`config.mk`:
```
export PLATFORM = sky130hd
export DESIGN_NAME = rxdet_seq
export DESIGN_NICKNAME = d
export VERILOG_FILES = /design/src/rtl/rxdet_pkg.sv /design/src/rtl/rxdet_count.sv /design/src/rtl/rxdet_decode.sv /design/src/rtl/rxdet_seq.sv
export SDC_FILE = /design/constraint.sdc
export NUM_CORES = 1
export LEC_CHECK = 0
export BUFFER_PORTS_ARGS = -buffer_cell sky130_fd_sc_hd__buf_2
export CORE_MARGIN = 2
export CORE_UTILIZATION = 50
export DETAILED_ROUTE_END_ITERATION = 10
export MAX_ROUTING_LAYER = met4
export PLACE_DENSITY = 0.84
export SETUP_SLACK_MARGIN = 0.15
export SLEW_MARGIN = 0
export SYNTH_ARGS = -nofsm -noshare
export SYNTH_HDL_FRONTEND = slang
export SYNTH_HIERARCHICAL = 1
export SYNTH_SLANG_ARGS = --single-unit
export TNS_END_PERCENT = 30
```
`constraint.sdc`:
```
create_clock -name clk -period 1.8 [get_ports clk]
set_input_delay 0.18 -clock clk [delete_from_list [all_inputs] [get_ports clk]]
set_output_delay 0.18 -clock clk [all_outputs]
set_load 0.02 [all_outputs]
```
`src/rtl/rxdet_pkg.sv`:
```
package rxdet_pkg;
  typedef enum logic [1:0] {
    ST_IDLE   = 2'd0,
    ST_LEAD   = 2'd1,
    ST_DETECT = 2'd2,
    ST_REPORT = 2'd3
  } rxdet_state_e;

  localparam logic [2:0] STAT_PRESENT = 3'b011;
  localparam logic [2:0] STAT_ABSENT  = 3'b000;
endpackage

```
`src/rtl/rxdet_count.sv`:
```
module rxdet_count #(
  parameter int W = 8
) (
  input  logic         clk,
  input  logic         rst,
  input  logic         clr,
  input  logic         en,
  output logic [W-1:0] q
);
  always_ff @(posedge clk) begin
    if (rst || clr) q <= '0;
    else if (en)    q <= q + 1'b1;
  end
endmodule

```
`src/rtl/rxdet_decode.sv`:
```
module rxdet_decode
  import rxdet_pkg::*;
(
  input  logic [2:0] status,
  output logic       present,
  output logic       bad_code
);
  always_comb begin
    present  = (status == STAT_PRESENT);
    bad_code = !((status == STAT_PRESENT) || (status == STAT_ABSENT));
  end
endmodule

```
`src/rtl/rxdet_seq.sv`:
```
module rxdet_seq
  import rxdet_pkg::*;
#(
  parameter int LEAD_CYCLES    = 10,
  parameter int TIMEOUT_CYCLES = 1024
) (
  input  logic       clk,
  input  logic       rst,
  input  logic       start_i,
  input  logic       phy_done_i,
  input  logic [2:0] phy_status_i,
  output logic       force_idle_o,
  output logic       detect_req_o,
  output logic       busy_o,
  output logic       done_o,
  output logic       found_o,
  output logic       timeout_o,
  output logic       proto_err_o
);
  localparam int SPAN  = (LEAD_CYCLES > TIMEOUT_CYCLES) ? LEAD_CYCLES : TIMEOUT_CYCLES;
  localparam int CNT_W = $clog2(SPAN + 1);
  localparam int LRW   = $clog2(LEAD_CYCLES + 1);

  generate
    if (LEAD_CYCLES < 10) begin : g_bad_lead
      $error("rxdet_seq: LEAD_CYCLES must be at least 10");
    end
  endgenerate

  rxdet_state_e     state_q;
  logic [CNT_W-1:0] cnt_q;
  logic             cnt_clr, cnt_en, lead_end, wait_end;
  logic             st_present, st_bad;

  assign lead_end = (cnt_q == CNT_W'(LEAD_CYCLES - 1));
  assign wait_end = (cnt_q == CNT_W'(TIMEOUT_CYCLES - 1));
  assign cnt_clr  = (state_q == ST_IDLE) || (state_q == ST_LEAD && lead_end);
  assign cnt_en   = (state_q == ST_LEAD) || (state_q == ST_DETECT);

  rxdet_count #(.W(CNT_W)) u_count (
    .clk (clk),
    .rst (rst),
    .clr (cnt_clr),
    .en  (cnt_en),
    .q   (cnt_q)
  );

  rxdet_decode u_decode (
    .status   (phy_status_i),
    .present  (st_present),
    .bad_code (st_bad)
  );

  always_ff @(posedge clk) begin
    if (rst) begin
      state_q      <= ST_IDLE;
      force_idle_o <= 1'b1;
      detect_req_o <= 1'b0;
      busy_o       <= 1'b0;
      done_o       <= 1'b0;
      found_o      <= 1'b0;
      timeout_o    <= 1'b0;
      proto_err_o  <= 1'b0;
    end else begin
      case (state_q)
        ST_IDLE: begin
          if (start_i) begin
            state_q      <= ST_LEAD;
            force_idle_o <= 1'b1;
            busy_o       <= 1'b1;
            found_o      <= 1'b0;
            timeout_o    <= 1'b0;
            proto_err_o  <= 1'b0;
          end
        end
        ST_LEAD: begin
          if (lead_end) begin
            state_q      <= ST_DETECT;
            detect_req_o <= 1'b1;
          end
        end
        ST_DETECT: begin
          if (phy_done_i) begin
            state_q      <= ST_REPORT;
            detect_req_o <= 1'b0;
            done_o       <= 1'b1;
            found_o      <= st_present;
            proto_err_o  <= st_bad;
          end else if (wait_end) begin
            state_q      <= ST_REPORT;
            detect_req_o <= 1'b0;
            done_o       <= 1'b1;
            timeout_o    <= 1'b1;
          end
        end
        default: begin
          state_q      <= ST_IDLE;
          done_o       <= 1'b0;
          busy_o       <= 1'b0;
          force_idle_o <= 1'b0;
        end
      endcase
    end
  end

  // Checker state: run lengths of electrical idle and of the detect request.
  logic [LRW-1:0]   idle_run;
  logic [CNT_W:0]   req_run;

  always_ff @(posedge clk) begin
    if (rst || !force_idle_o)            idle_run <= '0;
    else if (idle_run < LRW'(LEAD_CYCLES)) idle_run <= idle_run + 1'b1;
    if (rst || !detect_req_o) req_run <= '0;
    else                      req_run <= req_run + 1'b1;
  end

  // request only after the full lead time under electrical idle
  p_lead_time_r2: assert property (@(posedge clk) disable iff (rst)
    $rose(detect_req_o) |-> (idle_run == LRW'(LEAD_CYCLES)));

  // request only while the transmitter is held idle
  p_idle_cover_r3: assert property (@(posedge clk) disable iff (rst)
    (detect_req_o || busy_o) |-> force_idle_o);

  // request drops after completion, done is a single-cycle pulse
  p_req_drop_r7: assert property (@(posedge clk) disable iff (rst)
    (detect_req_o && phy_done_i) |=> (!detect_req_o && done_o));

  p_done_pulse_r7: assert property (@(posedge clk) disable iff (rst)
    done_o |=> !done_o);

  // request never outlives the timeout window
  p_timeout_bound_r8: assert property (@(posedge clk) disable iff (rst)
    req_run <= (CNT_W + 1)'(TIMEOUT_CYCLES));

  // outcome flags are exclusive at report time
  p_excl_result_r6: assert property (@(posedge clk) disable iff (rst)
    done_o |-> ($countones({found_o, timeout_o, proto_err_o}) <= 1));

  // an idle block accepts start
  p_accept_r9: assert property (@(posedge clk) disable iff (rst)
    (!busy_o && start_i) |=> busy_o);
endmodule

```
### After elaboration in Yosys (flattened, before gate mapping)

Cells that the tools add are included.

* bits in registers: 20
* input port bits: 7
* word-level logic and storage cells: 62

* add/sub/neg operators: 1
* equality and inequality tests: 11
* mux-type cells: 21
* bitwise operators: 2
* reductions and logical operators: 18

Operator list (count)
* 1-bit case mux with 2 select lines: 6
* 11-bit by 1-bit adder with 11-bit output, second input constant: 1
* 11-bit by 10-bit == test with 1-bit output, second input constant: 1
* 11-bit by 4-bit == test with 1-bit output, second input constant: 1
* 1-bit 2-to-1 mux: 10
* 2-bit inequality test, second input constant: 5
* 3-bit AND reduction: 3
* 2-bit 2-to-1 mux: 4
* 2-bit case mux with 3 select lines: 1
* 1-bit logical OR: 4
* 2-bit AND reduction: 2
* 4-bit AND reduction: 1
* 2-bit nonzero test: 2
* 2-bit OR reduction: 2
* 3-bit by 2-bit == test with 1-bit output, second input constant: 1
* 3-bit zero test: 1
* 3-bit inequality test, second input constant: 1
* 2-bit by 1-bit == test with 1-bit output, second input constant: 1
* 2-bit == test, second input constant: 1
* 2-bit zero test: 1
* 1-bit NOT: 2
* 1-bit logical AND: 1
* 1-bit zero test: 1

### Logic depth before layout (Yosys ltp)

Gate-level depths: netlist of run 1.

* depth in word-level cells: 5
* mapped depth: 7

### By module

The synthesis of run 1 kept the hierarchy.

Modules (own cells, without submodules)
* rxdet_seq: times used 1, cells an instance 68, area an instance 569.3 µm², sequential area each 180.2 µm²
* rxdet_count: times used 1, cells an instance 57, area an instance 525.5 µm², sequential area each 220.2 µm²
* rxdet_decode: times used 1, cells an instance 4, area an instance 21.3 µm², sequential area each 0.0 µm²

### Worst setup path after synthesis of run 1

No wires, ideal clock.

* path kind: flip-flop to flip-flop
* start point: reg u_count.q[2]
* end point: reg u_count.q[0]
* data arrival time: 1.729 ns
* path slack: -0.055 ns
* stages on the path, launching flop included: 7
* path buffers: 1
* period minus slack after synthesis: 1.855 ns
* cells stage by stage: dfxtp_1 or4_4 nor3_1 a21o_1 or2_2 clkbuf_1 nor2_1

* cells in the longest elaborated chain, start to end: 4

Ends and longest elaborated chain
* from (decl): line rxdet_count.sv:8 `output logic [W-1:0] q`
* from (signal assigned): line rxdet_count.sv:12 `else if (en) q <= q + 1'b1;`
* 11-bit by 4-bit == test with 1-bit output: line rxdet_seq.sv:35 `assign lead_end = (cnt_q == CNT_W'(LEAD_CYCLES - 1));`
* 1-bit logical AND: line rxdet_seq.sv:37 `assign cnt_clr = (state_q == ST_IDLE) || (state_q == ST_LEAD && lead_end);`
* 1-bit logical OR: line rxdet_seq.sv:37
* via cnt_clr: line rxdet_seq.sv:32 `logic cnt_clr, cnt_en, lead_end, wait_end;`
* 1-bit logical OR: line rxdet_count.sv:11 `if (rst || clr) q <= '0;`

The timed path passes the listed nets, and every way through them passes these cells.
A chain may end at the register's enable or synchronous reset.

### Worst setup path in the final report of run 1

* start point: reg state_q[1]
* end point: reg u_count.q[8]

* cells in the longest elaborated chain, start to end: 4
* elaborated cells on any way between the ends: 7
* classes of those cells: eq/ne: 2; reduce/logical: 5

Ends and longest elaborated chain
* from (decl): line rxdet_seq.sv:30 `rxdet_state_e state_q;`
* from (signal assigned): line rxdet_seq.sv:56 `state_q <= ST_IDLE;`
* from (signal assigned): line rxdet_seq.sv:68 `state_q <= ST_LEAD;`
* from (signal assigned): line rxdet_seq.sv:78 `state_q <= ST_DETECT;`
* 2-bit by 1-bit == test with 1-bit output: line rxdet_seq.sv:37
* 1-bit logical AND: line rxdet_seq.sv:37
* 1-bit logical OR (*): line rxdet_seq.sv:37
* via cnt_clr: line rxdet_seq.sv:32
* 1-bit logical OR (*): line rxdet_count.sv:11

Mark *: on every way through the listed nets, which the timed path passes. The rest lies on a longest branch.

==> Implementation_results.wiki, run 1 <==
{| class="wikitable"
! Metric !! Value
|-
| Post-route standard cell area excluding fillers || 1340 um^2
|-
| DIE AREA || 2630 um^2
|-
| Overall track demand over capacity in global routing || 20.5%
|-
| Leak || 0.537 nW
|-
| Number of port buffers || 13
|-
| Post-synth net total || 140
|-
| Count of state elements after synthesis || 20
|-
| Die extent in x || 51.2 um
|-
| Crit Path Category || flip-flop to flip-flop
|-
| Worst hold start || start_i
|-
| Max Slew Vio Count || 0
|-
| Num ports || 14
|-
| Initial standard-cell utilization of the core || 51.4%
|-
| Syn Inst Count || 129
|-
| Origin of the critical flop-to-flop path || state_q[1]
|-
| Hold Violations, Final || 0
|-
| Met3 routed wirelength || 70 um
|-
| WL per Instance || 13.3 um
|-
| Status || finished clean
|-
| Wire length of the first global-routing pass || 4030 um
|-
| Non-filler instance count after layout || 181
|-
| Fraction of final layout cells with drive strength greater than 1 || 28.1%
|-
| Pre-CTS setup slack || 83.7 ps
|-
| Final HPWL from detailed placement || 1760 um
|-
| Hold buffer count at cts || 0
|-
| Endpoint type of the worst setup path || flip-flop
|-
| Unrepaired setup endpoints after global routing || true
|-
| Setup crit start || state_q[1]
|-
| Total Wirelength || 2410 um
|-
| Antenna viol nets, final || 0
|-
| Maximum level of the CTS H-tree || 1
|-
| CTS root buffer || sky130_fd_sc_hd__clkbuf_4
|-
| Netlist area before placement || 1120 um^2
|-
| Post-route DRC || 0
|-
| Most used standard cells in the synthesized netlist || 20 x sky130_fd_sc_hd__dfxtp_1, 14 x sky130_fd_sc_hd__nor2_1, 8 x sky130_fd_sc_hd__a21oi_1, 8 x sky130_fd_sc_hd__inv_1, 7 x sky130_fd_sc_hd__nand2_1
|-
| Buffer levels on the longest clock path || 2
|-
| Clock sink count || 20
|-
| Final antenna diode count || 0
|-
| Crit path arrival time || 1900 ps
|-
| GRT Residual Overflow || 0
|-
| Total cell area at the placement stage || 1270 um^2
|-
| Count of routing violations after the opening detailed-route iteration || 27
|-
| Worst setup skew after layout || 8.49 ps
|-
| Number of detailed-route iterations in the first pass || 4
|-
| Core area || 2170 um^2
|-
| Most common cell in the netlist || sky130_fd_sc_hd__dfxtp_1
|-
| Maxcap violations || 0
|-
| # rows || 17
|-
| Met1 wire length || 1050 um
|-
| Sequential share of the synthesized area || 35.9%
|-
| Die Ht || 51.2 um
|-
| Worst Hold Margin || 139 ps
|-
| Global placer's final weighted congestion || 0.851
|-
| Actual slew at the worst max-slew pin || 398 ps
|-
| Final period demand of the worst path || 1710 ps
|-
| Clock network latency to the later pin of the worst-skew pair || 290 ps
|-
| Top metal layer carrying routed signals || met4
|-
| Slew margin rel. || 73.2%
|-
| Layout overhead on the synthesized area || 20.3%
|-
| Area share of the leading cell type in the synthesized netlist || 35.9%
|-
| Post-detailed-route via-to-cell ratio || 5.69
|-
| Routed wl met2 || 1280 um
|-
| Mean cell area of the mapped netlist || 8.65 um^2
|-
| Crit start category || flip-flop
|-
| Nets || 166
|-
| CP Max Fanout || 5
|-
| Sum of internal, switching and leakage power || 1.54 mW
|-
| Synth top area cells || sky130_fd_sc_hd__dfxtp_1 36%, sky130_fd_sc_hd__nor2_1 4.7%, sky130_fd_sc_hd__ha_1 4.5%
|-
| Final Setup Violations || 0
|-
| Synth Flop Type || sky130_fd_sc_hd__dfxtp_1
|-
| Post-synthesis cell type with the largest combined area || sky130_fd_sc_hd__dfxtp_1
|-
| Number of global-route vias before repair || 983
|-
| TritonCTS clock tree || built
|-
| VDD IR-drop max || 628 uV
|-
| Crit path setup slack, layout || 90.9 ps
|-
| Data required, critical path || 1990 ps
|-
| Power per Cell Area || 1150 nW/um^2
|-
| Post-CTS clock slew at the launch and capture registers of the worst setup and hold paths || 100 ps
|-
| Initial antenna violation count || 0
|-
| Maximum clock frequency || 585 MHz
|-
| Setup TNS Final || 0 ps
|-
| Total number of vias || 1029
|-
| Number of synthesized flops with an enable pin || 0
|-
| Final design utilization || 61.9%
|-
| Asr flop ratio synth || 0%
|-
| Largest net degree at the start of global routing || 15
|-
| Total instance count after detailed placement || 175
|-
| Path class of the lowest-slack min-delay path || input pin to flip-flop
|-
| Total of warnings raised by yosys || 6
|-
| Number of library cell types mapped by synthesis || 39
|-
| Final worst path period share || 95.0%
|-
| Number of buffers created by CTS || 3
|}
power by group:
| part | internal [mW] | leakage (nW) | switching (mW) |
|---|---|---|---|
| Clock | 0.0777 | 0.0138 | 0.120 |
| Sequential | 0.501 | 0.164 | 0.0381 |
| Combinational | 0.361 | 0.360 | 0.444 |
| Total | 0.939 | 0.537 | 0.602 |
cell type report:
class	count	area, um^2
tap	28	35.0
multi-input combinational	96	686
sequential	20	407
fill	198	827
clock buffer	3	22.5
timing repair buffer	26	163
inverter	8	30.0
worst max-delay path, cell delays in order, from the launching register on:
cell,delay (ps)
sky130_fd_sc_hd__dfxtp_1,380
sky130_fd_sc_hd__inv_1,100
sky130_fd_sc_hd__ha_1,290
sky130_fd_sc_hd__a21o_1,250
sky130_fd_sc_hd__or3_1,360
sky130_fd_sc_hd__o41ai_1,250
layer usage:
| metal | vias up | GRT usage [%] |
|---|---|---|
| li1 | 517 | - |
| met1 | 492 | 22.0 |
| met2 | 18 | 38.7 |
| met3 | 2 | 2.63 |
| met4 | 0 | 6.58 |
| met5 | - | - |
state kept, by name (all words and copies together), names as in the netlist:
signal and flops:
state_q 2, u_count/q 11, found_o 1, force_idle_o 1, busy_o 1, detect_req_o 1, done_o 1, timeout_o 1
proto_err_o 1
repair_timing:
item / CTS / global route
resized for setup: 7 / 1
setup endpoints to repair: 13 / 14
pin swaps: 6 / 0
buffers inserted: 3 / 0
placed cells by master, fill, tap and decap left out, types with 2 or more instances in the layout:
| cell type | Yosys | layout |
|---|---|---|
| sky130_fd_sc_hd__inv_1 | 8 | 8 |
| sky130_fd_sc_hd__nand4_1 | 4 | 4 |
| sky130_fd_sc_hd__or4_4 | 2 | 2 |
| sky130_fd_sc_hd__buf_4 | 0 | 13 |
| sky130_fd_sc_hd__o21ai_0 | 4 | 4 |
| sky130_fd_sc_hd__nand2b_1 | 6 | 6 |
| sky130_fd_sc_hd__dfxtp_1 | 20 | 17 |
| sky130_fd_sc_hd__buf_2 | 0 | 13 |
| sky130_fd_sc_hd__o31ai_1 | 3 | 3 |
| sky130_fd_sc_hd__clkbuf_4 | 0 | 3 |
| sky130_fd_sc_hd__nand3_1 | 4 | 4 |
| sky130_fd_sc_hd__or4_1 | 3 | 3 |
| sky130_fd_sc_hd__dfxtp_2 | 0 | 2 |
| sky130_fd_sc_hd__nand2_1 | 7 | 7 |
| sky130_fd_sc_hd__or3_1 | 3 | 3 |
| sky130_fd_sc_hd__nor3_1 | 5 | 4 |
| sky130_fd_sc_hd__ha_1 | 4 | 3 |
| sky130_fd_sc_hd__xor2_1 | 3 | 3 |
| sky130_fd_sc_hd__mux2i_1 | 4 | 4 |
| sky130_fd_sc_hd__nor2_1 | 14 | 14 |
| sky130_fd_sc_hd__a21oi_1 | 8 | 8 |
| sky130_fd_sc_hd__a21o_1 | 2 | 2 |
worst paths after layout:
check	to	slack (ps)	cells past startpoint
worst max-delay path	u_count/q[8]	90	5
worst min-delay path	timeout_o	140	2
worst max register to register	u_count/q[8]	90	5
worst min register to register	done_o	460	2
kinds of logic (layout without fill, tap and decap cells):
| family | after synthesis | count (layout) | synth area share, % |
|---|---|---|---|
| buf+inv | 13 | 37 | 5.04 |
| flops | 20 | 20 | 35.9 |
| simple gates | 56 | 56 | 28.9 |
| xor+xnor | 4 | 4 | 3.14 |
| fa+ha+maj | 4 | 4 | 4.48 |
| compound gates | 28 | 28 | 18.9 |
| mux | 4 | 4 | 3.59 |
Power figures use the tool's default switching activity.
==> run 2: changes to the inputs <==
- CAP_MARGIN: unset -> 15
- SETUP_SLACK_MARGIN: 0.15 -> 0.3
==> Implementation_results.wiki, run 2 (synthesis gave the netlist of run 1 again) <==
{| class="wikitable"
! Metric !! Value
|-
| Crit Path Category || flip-flop to flip-flop (unchanged)
|-
| Fraction of final layout cells with drive strength greater than 1 || 30.7% (was 28.1%)
|-
| Endpoint type of the worst setup path || flip-flop (unchanged)
|-
| Switching power as a share of total power || 36.8% (was 39.1%)
|-
| Hold buffer count at cts || 0 (unchanged)
|-
| Worst reg2reg path endpoint || u_count/q[8] (unchanged)
|-
| Final design utilization || 63.8% (was 61.9%)
|-
| Final HPWL from detailed placement || 1830 um (was 1760 um)
|-
| Setup crit start || u_count/q[6] (was state_q[1])
|-
| Setup TNS Final || 0 ps (unchanged)
|-
| Number of global-route vias before repair || 997 (was 983)
|-
| Setup crit end || u_count/q[8] (unchanged)
|-
| Relative contribution of the clock network to total power || 21.7% (was 12.8%)
|-
| Flip-flop count of the largest register after layout || 11 (unchanged)
|-
| Area of all sequential standard cells || 408 um^2 (was 407 um^2)
|-
| Most used cells in the layout excluding fill and tap cells || 16 x sky130_fd_sc_hd__dfxtp_1, 13 x sky130_fd_sc_hd__nor2_1, 13 x sky130_fd_sc_hd__buf_2 (was 17 x sky130_fd_sc_hd__dfxtp_1, 14 x sky130_fd_sc_hd__nor2_1, 13 x sky130_fd_sc_hd__buf_2, 13 x sky130_fd_sc_hd__buf_4)
|-
| Crit start category || flip-flop (unchanged)
|-
| Cell depth of the worst flop-to-flop path || 6 (was 5)
|-
| Initial antenna violation count || 0 (unchanged)
|-
| Max Slew Vio Count || 0 (unchanged)
|-
| Non-filler instance count after layout || 181 (unchanged)
|-
| DIE AREA || 2630 um^2 (unchanged)
|-
| Net Sw Power || 0.631 mW (was 0.602 mW)
|-
| Leak || 0.553 nW (was 0.537 nW)
|-
| Crit path arrival time || 1910 ps (was 1900 ps)
|-
| Internal portion of total power || 1.08 mW (was 0.939 mW)
|-
| Total Wirelength || 2570 um (was 2410 um)
|-
| Total instance count after detailed placement || 175 (unchanged)
|-
| Antenna viol nets, final || 0 (unchanged)
|-
| Largest net degree at the start of global routing || 15 (unchanged)
|-
| Final antenna diode count || 0 (unchanged)
|-
| Worst setup skew after layout || 8.00 ps (was 8.49 ps)
|-
| Origin of the critical flop-to-flop path || u_count/q[6] (was state_q[1])
|-
| Nets || 165 (was 166)
|-
| Number of detailed-route iterations in the first pass || 5 (was 4)
|-
| Die extent in x || 51.2 um (unchanged)
|-
| Total number of vias || 1079 (was 1029)
|-
| Layout overhead on the synthesized area || 24.0% (was 20.3%)
|-
| Setup slack of the most critical reg-to-reg path || 80 ps (was 90 ps)
|-
| Maxcap violations || 0 (unchanged)
|-
| Largest registers || u_count/q x11, state_q x2 (unchanged)
|-
| Footprint of the multi-input gates || 703 um^2 (was 686 um^2)
|-
| Power per Cell Area || 1240 nW/um^2 (was 1150 nW/um^2)
|-
| Final period demand of the worst path || 1720 ps (was 1710 ps)
|-
| Num ports || 14 (unchanged)
|-
| Share of total power in combinational logic || 46.5% (was 52.2%)
|-
| Core area || 2170 um^2 (unchanged)
|-
| Number of buffers created by CTS || 3 (unchanged)
|-
| WL per Instance || 14.2 um (was 13.3 um)
|-
| Global placer's final weighted congestion || 0.841 (was 0.851)
|-
| Register bank with the most flops || u_count/q (unchanged)
|-
| Most common library cell in the layout ignoring fill and taps || sky130_fd_sc_hd__dfxtp_1 (unchanged)
|-
| Unrepaired setup endpoints after global routing || true (unchanged)
|-
| GRT Residual Overflow || 0 (unchanged)
|-
| Overall track demand over capacity in global routing || 21.5% (was 20.5%)
|-
| CTS root buffer || sky130_fd_sc_hd__clkbuf_4 (unchanged)
|-
| Die Ht || 51.2 um (unchanged)
|-
| Maximum level of the CTS H-tree || 1 (unchanged)
|-
| Data required, critical path || 1990 ps (about the same)
|-
| Count of routing violations after the opening detailed-route iteration || 28 (was 27)
|-
| Hold Violations, Final || 0 (unchanged)
|-
| Initial standard-cell utilization of the core || 51.4% (unchanged)
|-
| VDD IR-drop max || 815 uV (was 628 uV)
|-
| Final Setup Violations || 0 (unchanged)
|-
| Post-route DRC || 0 (unchanged)
|-
| Post-CTS clock slew at the launch and capture registers of the worst setup and hold paths || 110 ps (was 100 ps)
|-
| Worst Hold Margin || 135 ps (was 139 ps)
|-
| Final worst path period share || 95.6% (was 95.0%)
|-
| Number of filler instances in the final layout || 202 (was 198)
|-
| Clock sink count || 20 (unchanged)
|-
| Slew margin rel. || 76.5% (was 73.2%)
|-
| Clock network latency to the later pin of the worst-skew pair || 310 ps (was 290 ps)
|-
| CP Max Fanout || 4 (was 5)
|-
| Path class of the lowest-slack min-delay path || input pin to flip-flop (unchanged)
|-
| # rows || 17 (unchanged)
|-
| TritonCTS clock tree || built (unchanged)
|-
| Wire length of the first global-routing pass || 4200 um (was 4030 um)
|-
| Sequential share of power || 31.8% (was 35.0%)
|-
| Maximum clock frequency || 581 MHz (was 585 MHz)
|-
| Number of port buffers || 13 (unchanged)
|-
| Buffer levels on the longest clock path || 2 (unchanged)
|-
| Actual slew at the worst max-slew pin || 352 ps (was 398 ps)
|-
| Post-detailed-route via-to-cell ratio || 5.96 (was 5.69)
|-
| Status || finished clean (unchanged)
|}
run 2: cell types whose count changed in the layout (fill, tap and decap cells not counted), sizes merged:
cell    change
buf         -1
bufinv      +1
run 2: worst min path at each step:
stage / start / end / slack [ps] / cells past startpoint
CTS: start_i / timeout_o / 130 / 2
detailed placement: start_i / timeout_o / 460 / 2
global placement: start_i / timeout_o / 440 / 2
global route: start_i / timeout_o / 130 / 2
finish: start_i / timeout_o / 140 / 2
floorplan: start_i / timeout_o / 300 / 1
run 2: what timing repair did:
item,4_1_cts,5_1_grt
gates resized for setup,10,2
endpoints found under the setup margin,14,18
buffers inserted,2,0
pin swaps,6,3
endpoints found under the hold margin,0,0
run 2: power groups by stage:
stage               sequential (mW)  clock, mW  combinational, mW
global route                  0.549      0.395              0.877
detailed placement            0.553          0              0.720
floorplan                     0.586          0              0.529
CTS                           0.543      0.374              0.789
finish                        0.544      0.371              0.797
global placement              0.547          0              0.699
run 2: critical path: stages, from the launching register on:
cell and delay (ps):
sky130_fd_sc_hd__dfxtp_4 360, sky130_fd_sc_hd__or4_4 570, sky130_fd_sc_hd__nor3_4 210, sky130_fd_sc_hd__a21o_1 190, sky130_fd_sc_hd__nor2_2 60, sky130_fd_sc_hd__o311ai_2 100, sky130_fd_sc_hd__o41ai_2 120
run 2: metal layers:
metal	GRT usage [%]	part of all wire, %	up-vias
li1	-	-	520
met4	10.1	1.2	0
met1	22.1	41	512
met3	3.51	4.7	6
met2	39.8	53	41
met5	-	0	-
run 2: stage by stage:
step	instance area, um^2	setup slack (ps)	total power [mW]
6_report	1380	79.5	1.71
5_1_grt	1380	19.7	1.82
4_1_cts	1370	101	1.71
3_5_place_dp	1270	65.8	1.27
3_3_place_gp	1270	128	1.25
2_1_floorplan	1130	166	1.11
run 2: layout make-up:
type,instances,share of cell area (%)
clock buffer,3,1.63
clock inverter,1,2.17
inverter,8,2.17
multi-input combinational,96,50.8
sequential,20,29.5
tap,28,2.53
timing repair buffer,25,11.2
